===== src/rtl/bfs_pkg.sv =====
package bfs_pkg;
  typedef enum logic [1:0] {
    ST_IDLE  = 2'd0,
    ST_ISSUE = 2'd1,
    ST_DRAIN = 2'd2
  } fillState_t;

  typedef struct packed {
    logic load;       // accept corner, clear step counters
    logic issue;      // a linear read goes out this cycle
    logic lastIssue;  // this read is the final step of the rectangle
  } fillCtl_t;
endpackage


===== src/rtl/bfs_ctrl.sv =====
module bfs_ctrl
  import bfs_pkg::*;
#(
  parameter int ROWS   = 2,
  parameter int GROUPS = 2,
  parameter int RIW    = 1,
  parameter int GIW    = 1
) (
  input  logic           clk,
  input  logic           rstN,
  input  logic           startReq,
  input  logic           cornerOk,
  input  logic           lastWrite,
  output fillCtl_t       ctl,
  output logic [RIW-1:0] rowIdx,
  output logic [GIW-1:0] grpIdx,
  output logic           busy,
  output logic           done
);
  fillState_t state, stateNext;
  logic lastStep;

  assign lastStep = (rowIdx == RIW'(ROWS - 1)) && (grpIdx == GIW'(GROUPS - 1));

  always_comb begin
    ctl.load      = (state == ST_IDLE) && startReq && cornerOk;
    ctl.issue     = (state == ST_ISSUE);
    ctl.lastIssue = (state == ST_ISSUE) && lastStep;
  end

  always_comb begin
    stateNext = state;
    case (state)
      ST_IDLE:  if (ctl.load) stateNext = ST_ISSUE;
      ST_ISSUE: if (ctl.lastIssue) stateNext = ST_DRAIN;
      ST_DRAIN: if (lastWrite) stateNext = ST_IDLE;
      default:  stateNext = ST_IDLE;
    endcase
  end

  always_ff @(posedge clk) begin
    if (!rstN) begin
      state  <= ST_IDLE;
      rowIdx <= '0;
      grpIdx <= '0;
      done   <= 1'b0;
    end else begin
      state <= stateNext;
      done  <= (state == ST_DRAIN) && lastWrite;
      if (ctl.load) begin
        rowIdx <= '0;
        grpIdx <= '0;
      end else if (ctl.issue) begin
        if (grpIdx == GIW'(GROUPS - 1)) begin
          grpIdx <= '0;
          rowIdx <= rowIdx + 1'b1;
        end else begin
          grpIdx <= grpIdx + 1'b1;
        end
      end
    end
  end

  assign busy = (state != ST_IDLE);
endmodule


===== src/rtl/bfs_dpath.sv =====
module bfs_dpath
  import bfs_pkg::*;
#(
  parameter int ROWS      = 2,
  parameter int COLS      = 4,
  parameter int BUS_BYTES = 2,
  parameter int FRAME_W   = 16,
  parameter int FRAME_H   = 8,
  parameter int RD_LAT    = 2,
  parameter int PW        = 8,
  parameter int RAW       = 3,
  parameter int CAW       = 4,
  parameter int AW        = 7,
  parameter int LW        = 4,
  parameter int RIW       = 1,
  parameter int GIW       = 1
) (
  input  logic                  clk,
  input  logic                  rstN,
  input  logic [RAW-1:0]        cornerRow,
  input  logic [CAW-1:0]        cornerCol,
  input  fillCtl_t              ctl,
  input  logic [RIW-1:0]        rowIdx,
  input  logic [GIW-1:0]        grpIdx,
  input  logic [BUS_BYTES*PW-1:0] rdData,
  output logic                  cornerOk,
  output logic                  rdEn,
  output logic [AW-1:0]         rdAddr,
  output logic [ROWS-1:0]       rowWe,
  output logic [COLS-1:0]       colWe,
  output logic [LW-1:0]         modAddr,
  output logic [COLS*PW-1:0]    colData,
  output logic                  lastWrite
);
  logic [RAW-1:0] baseRow;
  logic [CAW-1:0] baseCol;

  assign cornerOk = (int'(cornerRow) % ROWS == 0) && (int'(cornerCol) % COLS == 0)
                 && (int'(cornerRow) <= FRAME_H - ROWS) && (int'(cornerCol) <= FRAME_W - COLS);

  always_ff @(posedge clk) begin
    if (!rstN) begin
      baseRow <= '0;
      baseCol <= '0;
      modAddr <= '0;
    end else if (ctl.load) begin
      baseRow <= cornerRow;
      baseCol <= cornerCol;
      modAddr <= LW'(int'(cornerRow) / ROWS * (FRAME_W / COLS) + int'(cornerCol) / COLS);
    end
  end

  assign rdEn   = ctl.issue;
  assign rdAddr = AW'((int'(baseRow) + int'(rowIdx)) * FRAME_W
                      + int'(baseCol) + int'(grpIdx) * BUS_BYTES);

  // Tag pipeline: one stage per cycle of read latency
  logic           tagValid [RD_LAT];
  logic           tagLast  [RD_LAT];
  logic [RIW-1:0] tagRow   [RD_LAT];
  logic [GIW-1:0] tagGrp   [RD_LAT];

  always_ff @(posedge clk) begin
    if (!rstN) begin
      tagValid[0] <= 1'b0;
      tagLast[0]  <= 1'b0;
    end else begin
      tagValid[0] <= ctl.issue;
      tagLast[0]  <= ctl.lastIssue;
    end
    tagRow[0] <= rowIdx;
    tagGrp[0] <= grpIdx;
  end

  for (genvar s = 1; s < RD_LAT; s++) begin : g_tagStage
    always_ff @(posedge clk) begin
      if (!rstN) begin
        tagValid[s] <= 1'b0;
        tagLast[s]  <= 1'b0;
      end else begin
        tagValid[s] <= tagValid[s-1];
        tagLast[s]  <= tagLast[s-1];
      end
      tagRow[s] <= tagRow[s-1];
      tagGrp[s] <= tagGrp[s-1];
    end
  end

  logic           outValid;
  logic [RIW-1:0] outRow;
  logic [GIW-1:0] outGrp;

  assign outValid  = tagValid[RD_LAT-1];
  assign outRow    = tagRow[RD_LAT-1];
  assign outGrp    = tagGrp[RD_LAT-1];
  assign lastWrite = outValid && tagLast[RD_LAT-1];

  for (genvar r = 0; r < ROWS; r++) begin : g_rowEn
    assign rowWe[r] = outValid && (outRow == RIW'(r));
  end

  for (genvar c = 0; c < COLS; c++) begin : g_colEn
    assign colWe[c] = outValid && (outGrp == GIW'(c / BUS_BYTES));
    assign colData[c*PW +: PW] = rdData[(c % BUS_BYTES)*PW +: PW];
  end
endmodule


===== src/rtl/block_fill_seq.sv =====
module block_fill_seq
  import bfs_pkg::*;
#(
  parameter int ROWS      = 2,
  parameter int COLS      = 4,
  parameter int BUS_BYTES = 2,
  parameter int FRAME_W   = 16,
  parameter int FRAME_H   = 8,
  parameter int RD_LAT    = 2,
  localparam int PW       = 8,
  localparam int RAW      = $clog2(FRAME_H),
  localparam int CAW      = $clog2(FRAME_W),
  localparam int AW       = $clog2(FRAME_H * FRAME_W),
  localparam int LW       = $clog2((FRAME_H / ROWS) * (FRAME_W / COLS)),
  localparam int GROUPS   = COLS / BUS_BYTES,
  localparam int RIW      = (ROWS > 1) ? $clog2(ROWS) : 1,
  localparam int GIW      = (GROUPS > 1) ? $clog2(GROUPS) : 1
) (
  input  logic                    clk,
  input  logic                    rstN,
  input  logic                    startReq,
  input  logic [RAW-1:0]          cornerRow,
  input  logic [CAW-1:0]          cornerCol,
  output logic                    busy,
  output logic                    done,
  output logic                    rdEn,
  output logic [AW-1:0]           rdAddr,
  input  logic [BUS_BYTES*PW-1:0] rdData,
  output logic [ROWS-1:0]         rowWe,
  output logic [COLS-1:0]         colWe,
  output logic [LW-1:0]           modAddr,
  output logic [COLS*PW-1:0]      colData
);
  fillCtl_t       ctl;
  logic [RIW-1:0] rowIdx;
  logic [GIW-1:0] grpIdx;
  logic           cornerOk;
  logic           lastWrite;

  bfs_ctrl #(.ROWS(ROWS), .GROUPS(GROUPS), .RIW(RIW), .GIW(GIW)) i_ctrl (
    .clk(clk), .rstN(rstN), .startReq(startReq), .cornerOk(cornerOk),
    .lastWrite(lastWrite), .ctl(ctl), .rowIdx(rowIdx), .grpIdx(grpIdx),
    .busy(busy), .done(done)
  );

  bfs_dpath #(
    .ROWS(ROWS), .COLS(COLS), .BUS_BYTES(BUS_BYTES), .FRAME_W(FRAME_W),
    .FRAME_H(FRAME_H), .RD_LAT(RD_LAT), .PW(PW), .RAW(RAW), .CAW(CAW),
    .AW(AW), .LW(LW), .RIW(RIW), .GIW(GIW)
  ) i_dpath (
    .clk(clk), .rstN(rstN), .cornerRow(cornerRow), .cornerCol(cornerCol),
    .ctl(ctl), .rowIdx(rowIdx), .grpIdx(grpIdx), .rdData(rdData),
    .cornerOk(cornerOk), .rdEn(rdEn), .rdAddr(rdAddr), .rowWe(rowWe),
    .colWe(colWe), .modAddr(modAddr), .colData(colData), .lastWrite(lastWrite)
  );
endmodule


===== config.mk =====
export PLATFORM = sky130hd
export DESIGN_NAME = block_fill_seq
export DESIGN_NICKNAME = d
export VERILOG_FILES = /design/src/rtl/bfs_pkg.sv /design/src/rtl/bfs_ctrl.sv /design/src/rtl/bfs_dpath.sv /design/src/rtl/block_fill_seq.sv
export SDC_FILE = /design/constraint.sdc
export NUM_CORES = 1
export LEC_CHECK = 0
export BUFFER_PORTS_ARGS = -buffer_cell sky130_fd_sc_hd__buf_4
export CORE_MARGIN = 2
export CORE_UTILIZATION = 27
export CTS_BUF_LIST = sky130_fd_sc_hd__clkbuf_16
export DETAILED_ROUTE_END_ITERATION = 8
export PLACE_DENSITY = 0.58
export SYNTH_ARGS = -nofsm -noshare
export SYNTH_HDL_FRONTEND = slang
export SYNTH_SLANG_ARGS = --single-unit

===== constraint.sdc =====
create_clock -name clk -period 1.4 [get_ports clk]
set_clock_uncertainty 0.05 [all_clocks]
set_input_delay 0.14 -clock clk [delete_from_list [all_inputs] [get_ports clk]]
set_output_delay 0.14 -clock clk [all_outputs]
set_load 0.005 [all_outputs]

== After elaboration in Yosys (flattened, before gate mapping) ==
Memories as Yosys holds them, arrays and structs flattened.
Cells that the tools add are included.

* Input bits: 26
* Output and inout bits: 52
* Flip-flop bits (word level): 16
* Memories kept: 4
* Memory bits (writable): 8
* Word-level logic and storage cells: 62

* Mux-type cells: 11
* Add/sub/neg operators: 6
* Eq/ne operators: 5
* Bitwise operators: 7
* Reduce and logical (&&, ||, !) cells: 20
* $lt $le $gt $ge: 2

{| class="wikitable"
|+ Memory list
! name !! words !! width !! read ports !! clocked after Yosys merged registers in !! wr ports !! line !! text
|-
| i_dpath.tagGrp || 2 || 1 || 2 || 0 || 2 || bfs_dpath.sv:61 || <nowiki>logic [GIW-1:0] tagGrp [RD_LAT];</nowiki>
|-
| i_dpath.tagLast || 2 || 1 || 2 || 0 || 2 || bfs_dpath.sv:59 || <nowiki>logic tagLast [RD_LAT];</nowiki>
|-
| i_dpath.tagRow || 2 || 1 || 2 || 0 || 2 || bfs_dpath.sv:60 || <nowiki>logic [RIW-1:0] tagRow [RD_LAT];</nowiki>
|-
| i_dpath.tagValid || 2 || 1 || 2 || 0 || 2 || bfs_dpath.sv:58 || <nowiki>logic tagValid [RD_LAT];</nowiki>
|}

{| class="wikitable"
|+ Operator list
! cell !! count
|-
| $logic_not A32 Y1 || 2
|-
| $logic_and A1 B1 Y1 || 13
|-
| $add A7 B3 Y7 || 1
|-
| $add A7 B5 Y7 || 1
|-
| $mux W1 || 7
|-
| $mux W2 || 3
|-
| $pmux W2 S3 || 1
|-
| $add A4 B2 Y4 || 1
|-
| $le A4 B4 Y1 const B || 1
|-
| $ne A2 B1 Y1 const B || 2
|-
| $or A1 B1 Y1 || 4
|-
| $add A3 B1 Y3 || 1
|-
| $le A3 B3 Y1 const B || 1
|-
| $not A1 Y1 || 3
|-
| $reduce_and A3 Y1 || 1
|-
| $add A1 B1 Y1 const B || 2
|-
| $eq A2 B1 Y1 const B || 1
|-
| $eq A2 B2 Y1 const B || 1
|-
| $logic_not A2 Y1 || 1
|-
| $ne A2 B2 Y1 const B || 1
|-
| $reduce_and A2 Y1 || 1
|-
| $reduce_bool A2 Y1 || 1
|-
| $reduce_or A2 Y1 || 1
|}

== Logic depth before layout (Yosys ltp) ==
* Word-level depth: 7
* Mapped depth: 5
* Gate-level depth less buffers: 5

== Cells and area by module ==
A second synthesis with hierarchy kept.

* Cells, all modules: 114
* Area total of the unflattened synthesis: 1,146.1 µm²

{| class="wikitable"
|+ Modules (own cells, without submodules)
! module !! cells each !! instances !! sequential area each (µm²) !! area an instance (µm²)
|-
| bfs_dpath || 93 || 1 || 300.3 || 907.1
|-
| bfs_ctrl || 21 || 1 || 100.1 || 239.0
|}

== Worst setup path after synthesis ==
OpenSTA, ideal clock, no wires.

* Path type: flip-flop to output port
* Start: register i_ctrl.rowIdx
* End: output rdAddr[6]
* Buffers on the path: 0
* Arrival time: 1,108 ps
* Stages on the path, launching flop included: 6
* Required time: 1,210 ps
* Slack: 102 ps
* Cells stage by stage: dfxtp_1 ha_1 ha_1 nand2_1 nor2_1 xnor2_1

* Word-level cells in the longest chain between the ends: 3

{| class="wikitable"
|+ Ends and longest elaborated chain
! what !! line !! text
|-
| from (decl) || bfs_ctrl.sv:15 || <nowiki>output logic [RIW-1:0] rowIdx,</nowiki>
|-
| from (signal assigned) || bfs_ctrl.sv:56 || <nowiki>rowIdx <= rowIdx + 1'b1;</nowiki>
|-
| $add A3 B1 Y3 || bfs_dpath.sv:54 || <nowiki>assign rdAddr = AW'((int'(baseRow) + int'(rowIdx)) * FRAME_W</nowiki>
|-
| $add A7 B5 Y7 || bfs_dpath.sv:55 || <nowiki>+ int'(baseCol) + int'(grpIdx) * BUS_BYTES);</nowiki>
|-
| $add A7 B3 Y7 || bfs_dpath.sv:55 ||
|-
| to (decl) || block_fill_seq.sv:27 || <nowiki>output logic [AW-1:0] rdAddr,</nowiki>
|}

Every way passes these cells.

== Worst setup path in the final report ==
Same ends and word-level chain as after synthesis.

==> summary.md <==
| Metric | Value |
|---|---|
| Unique masters post-synth | 25 |
| Port bufs | 29 |
| Gr usage total | 0.0860 |
| Crit path from | i_ctrl.rowIdx$_SDFFE_PP0P_ |
| Syn avg cell area | 9.28 µm² |
| CTS tree | yes |
| ANT cells | 0 |
| Reg2reg setup slack | 0.14 ns |
| CP Class | flip-flop to output pin |
| Largest net degree at the start of global routing | 20 |
| Die area | 4580 µm² |
| Status | complete, but fails checks |
| Hold path endpoint | i_dpath.baseRow[1]$_SDFFE_PN0P_ |
| Hold buffer count at CTS | 0 |
| # IOs | 78 |
| H-tree depth | 1 |
| Critical path peak fanout | 2 |
| Cell area after synthesis | 1090 µm² |
| Vert. Die Dim | 67.7 µm |
| Ratio of cells with drive above 1 in the final layout | 0.425 |
| Final min period | 1.56 ns |
| CTS clock-pin slew for the worst setup and hold paths | 0.05 ns |
| Initial Util | 0.278 |
| Clock insertion delay at the later pin of the skew report | 0.25 ns |
| Root Driver | clkbuf_16 |
| Reg2reg end | i_dpath.modAddr[1]$_SDFFE_PN0P_ |
| Final #Nets | 144 |
| Min-delay src | cornerRow[1] |
| Worst slew pin tran | 0.274 ns |
| Final wirelength | 1760 µm |
| Worst Path Arrival | 1.37 ns |
| Final Cycle Share | 1.11 |
| Vias/cell | 4.18 |
| Horiz. Die Dim | 67.7 µm |
| Residual DRC count | 0 |
| Worst Setup Start Kind | flip-flop |
| Power Dens Cells | 1150 nW/µm² |
| Area grow syn2layout | 13.7% |
| Reg2reg path depth | 3 |
| TritonCTS Buffers | 3 |
| Final Hold Fails | 0 |
| Antenna violations before repair | 0 |
| Setup violators final | 3 |
| Post-synthesis register bit count | 20 |
| DP Wirelength | 1380 µm |
| Most frequent CP cell | ha_4 |
| Pre-antenna DRT Iters | 4 |
| Row cnt | 23 |
| Hold path depth | 3 |
| Core ar. | 3940 µm² |
| Total power | 0.00143 W |
| Cell breakdown of the critical path | ha_4 -> ha_4 -> nand2_2 -> nor2_2 -> xnor2_1 -> buf_4 |
| Setup WS post-layout | -0.159 ns |
| Vias in the first global route | 656 |
| Relative slew slack | 0.817 |
| Ys Warns | 0 |
| Critical path's largest stage delay | 0.33 ns |
| Total negative slack | -0.330 ns |
| Initial drt markers | 21 |
| Most frequent cells in the layout | buf_4, dfxtp_1, nand2_1 |
| Register area share after synthesis | 0.366 |
| Violated checks | setup timing |
| DR vias | 681 |
| HP Class | input pin to flip-flop |
| Pleak | 0.574 nW |
| CTS max path bufs | 2 |
| GP Congestion | 0.718 |
| Commonest non-fill, non-tap cell in the layout | buf_4 |
| Cells after Synth | 118 |
| Reg-to-reg startpoint | i_ctrl.state[1]$_SDFFE_PN0P_ |
| Syn Nets | 148 |
| Fmax | 642 MHz |
| Clock sinks | 20 |
| Worst setup EP type | output pin |
| ANT nets after route | 0 |
| Routed WL per cell | 10.8 µm |
| Worst EP required | 1.21 ns |
| VDD IR max | 0.000525 V |
| First-pass GRT wire length | 2940 µm |
| RSZ-0062 raised after global routing | true |
| Total gr overflow | 0 |
| Critical path's slowest cell | dfxtp_2 |
| WHS | 0.0950 ns |
| Max Slew Vio Count | 0 |
| Total of max-cap violations | 0 |
## where the power goes
part	internal [W]	switching, W	leakage [nW]
logic	0.0000440	0.0000297	0.360
registers	0.000578	0.00000632	0.163
clock network	0.000567	0.000204	0.0511
total	0.00119	0.000240	0.574
## critical path: cells and delay by family (launching register included)
family	cells	cell delay [ns]
xor+xnor	1	0.12
fa+ha+maj	2	0.42
buf+inv	1	0.12
flops	1	0.33
simple gates	2	0.14
## flip-flops by register name, summed over array words and instances (netlist names)
signal,cells
i_ctrl.done,1
i_ctrl.grpIdx,1
i_ctrl.rowIdx,1
i_ctrl.state,2
i_dpath.baseCol,2
i_dpath.baseRow,3
i_dpath.modAddr,2
i_dpath.tagGrp,2
i_dpath.tagLast,2
i_dpath.tagRow,2
i_dpath.tagValid,2
## Yosys cell counts
cell type  number  area [µm²]
a21oi_1         1        5.00
a32oi_1         1        8.76
nand3b_1        1        7.51
clkbuf_1        1        3.75
mux2i_1         4        40.0
a21boi_0        1        7.51
buf_6           1        11.3
and4b_1         1        10.0
buf_4          39         293
and2_1          5        31.3
ha_1            4        50.1
nor2b_4         1        13.8
nor2_2          1        6.26
nand4b_1        1        8.76
xor2_1          2        17.5
inv_1           1        3.75
and3_1          6        37.5
nor2b_1         3        18.8
xnor2_1         5        43.8
nand3_1         2        10.0
nor3_1          1        5.00
nor2_1          2        7.51
nand2_1        13        48.8
dfxtp_1        20         400
buf_2           1        5.00
## how the worst max path moves through the flow
stage | end | slack (ns)
2_1_floorplan | rdAddr[6] | 0.10
3_3_place_gp | rdAddr[6] | 0.02
3_5_place_dp | rdAddr[6] | 0.005
4_1_cts | rdAddr[6] | -0.21
5_1_grt | rdAddr[6] | -0.24
6_report | rdAddr[6] | -0.16
## kinds of logic (layout without fill, tap and decap cells)
| group | after synthesis | in the layout | synth area share |
|---|---|---|---|
| AND/OR/NAND/NOR | 37 | 37 | 0.187 |
| adder cells (fa/ha/maj) | 4 | 4 | 0.0457 |
| multiplexers | 4 | 4 | 0.0366 |
| XOR/XNOR | 7 | 7 | 0.0560 |
| buffers and inverters | 43 | 38 | 0.289 |
| flip-flops | 20 | 20 | 0.366 |
| AO/OA/AOI/OAI | 3 | 3 | 0.0194 |
## through the flow
step           worst slack [ns]  utilization  cell area [µm²]  std cells
5_1_grt                  -0.245        0.316             1240        163
6_report                 -0.159        0.316             1240        163
3_3_place_gp             0.0218        0.275             1080        158
2_1_floorplan             0.102            -             1090        118
3_5_place_dp            0.00464        0.275             1080        158
4_1_cts                  -0.208        0.312             1230        163
## final cells by class
cell class,instances,area [µm²]
tap,50,62.6
fill,393,2700
sequential,20,403
clock buffer,3,75.1
timing repair buffer,33,248
multi-input combinational,55,423
clock inverter,1,30.0
inverter,1,3.75
## layer usage
layer | part of all wire | track usage
met1 | 0.43 | 0.103
met2 | 0.41 | 0.124
met3 | 0.12 | 0.0333
met4 | 0.038 | 0.0612
met5 | 0 | 0
## repair_timing
| item | 4_1_cts | 5_1_grt |
|---|---|---|
| pin swaps | 4 | 5 |
| setup buffers | 1 | 0 |
| resized for setup | 5 | 5 |
| endpoints found under the setup margin | 3 | 5 |
No activity file was read; power rests on OpenSTA's default activity.
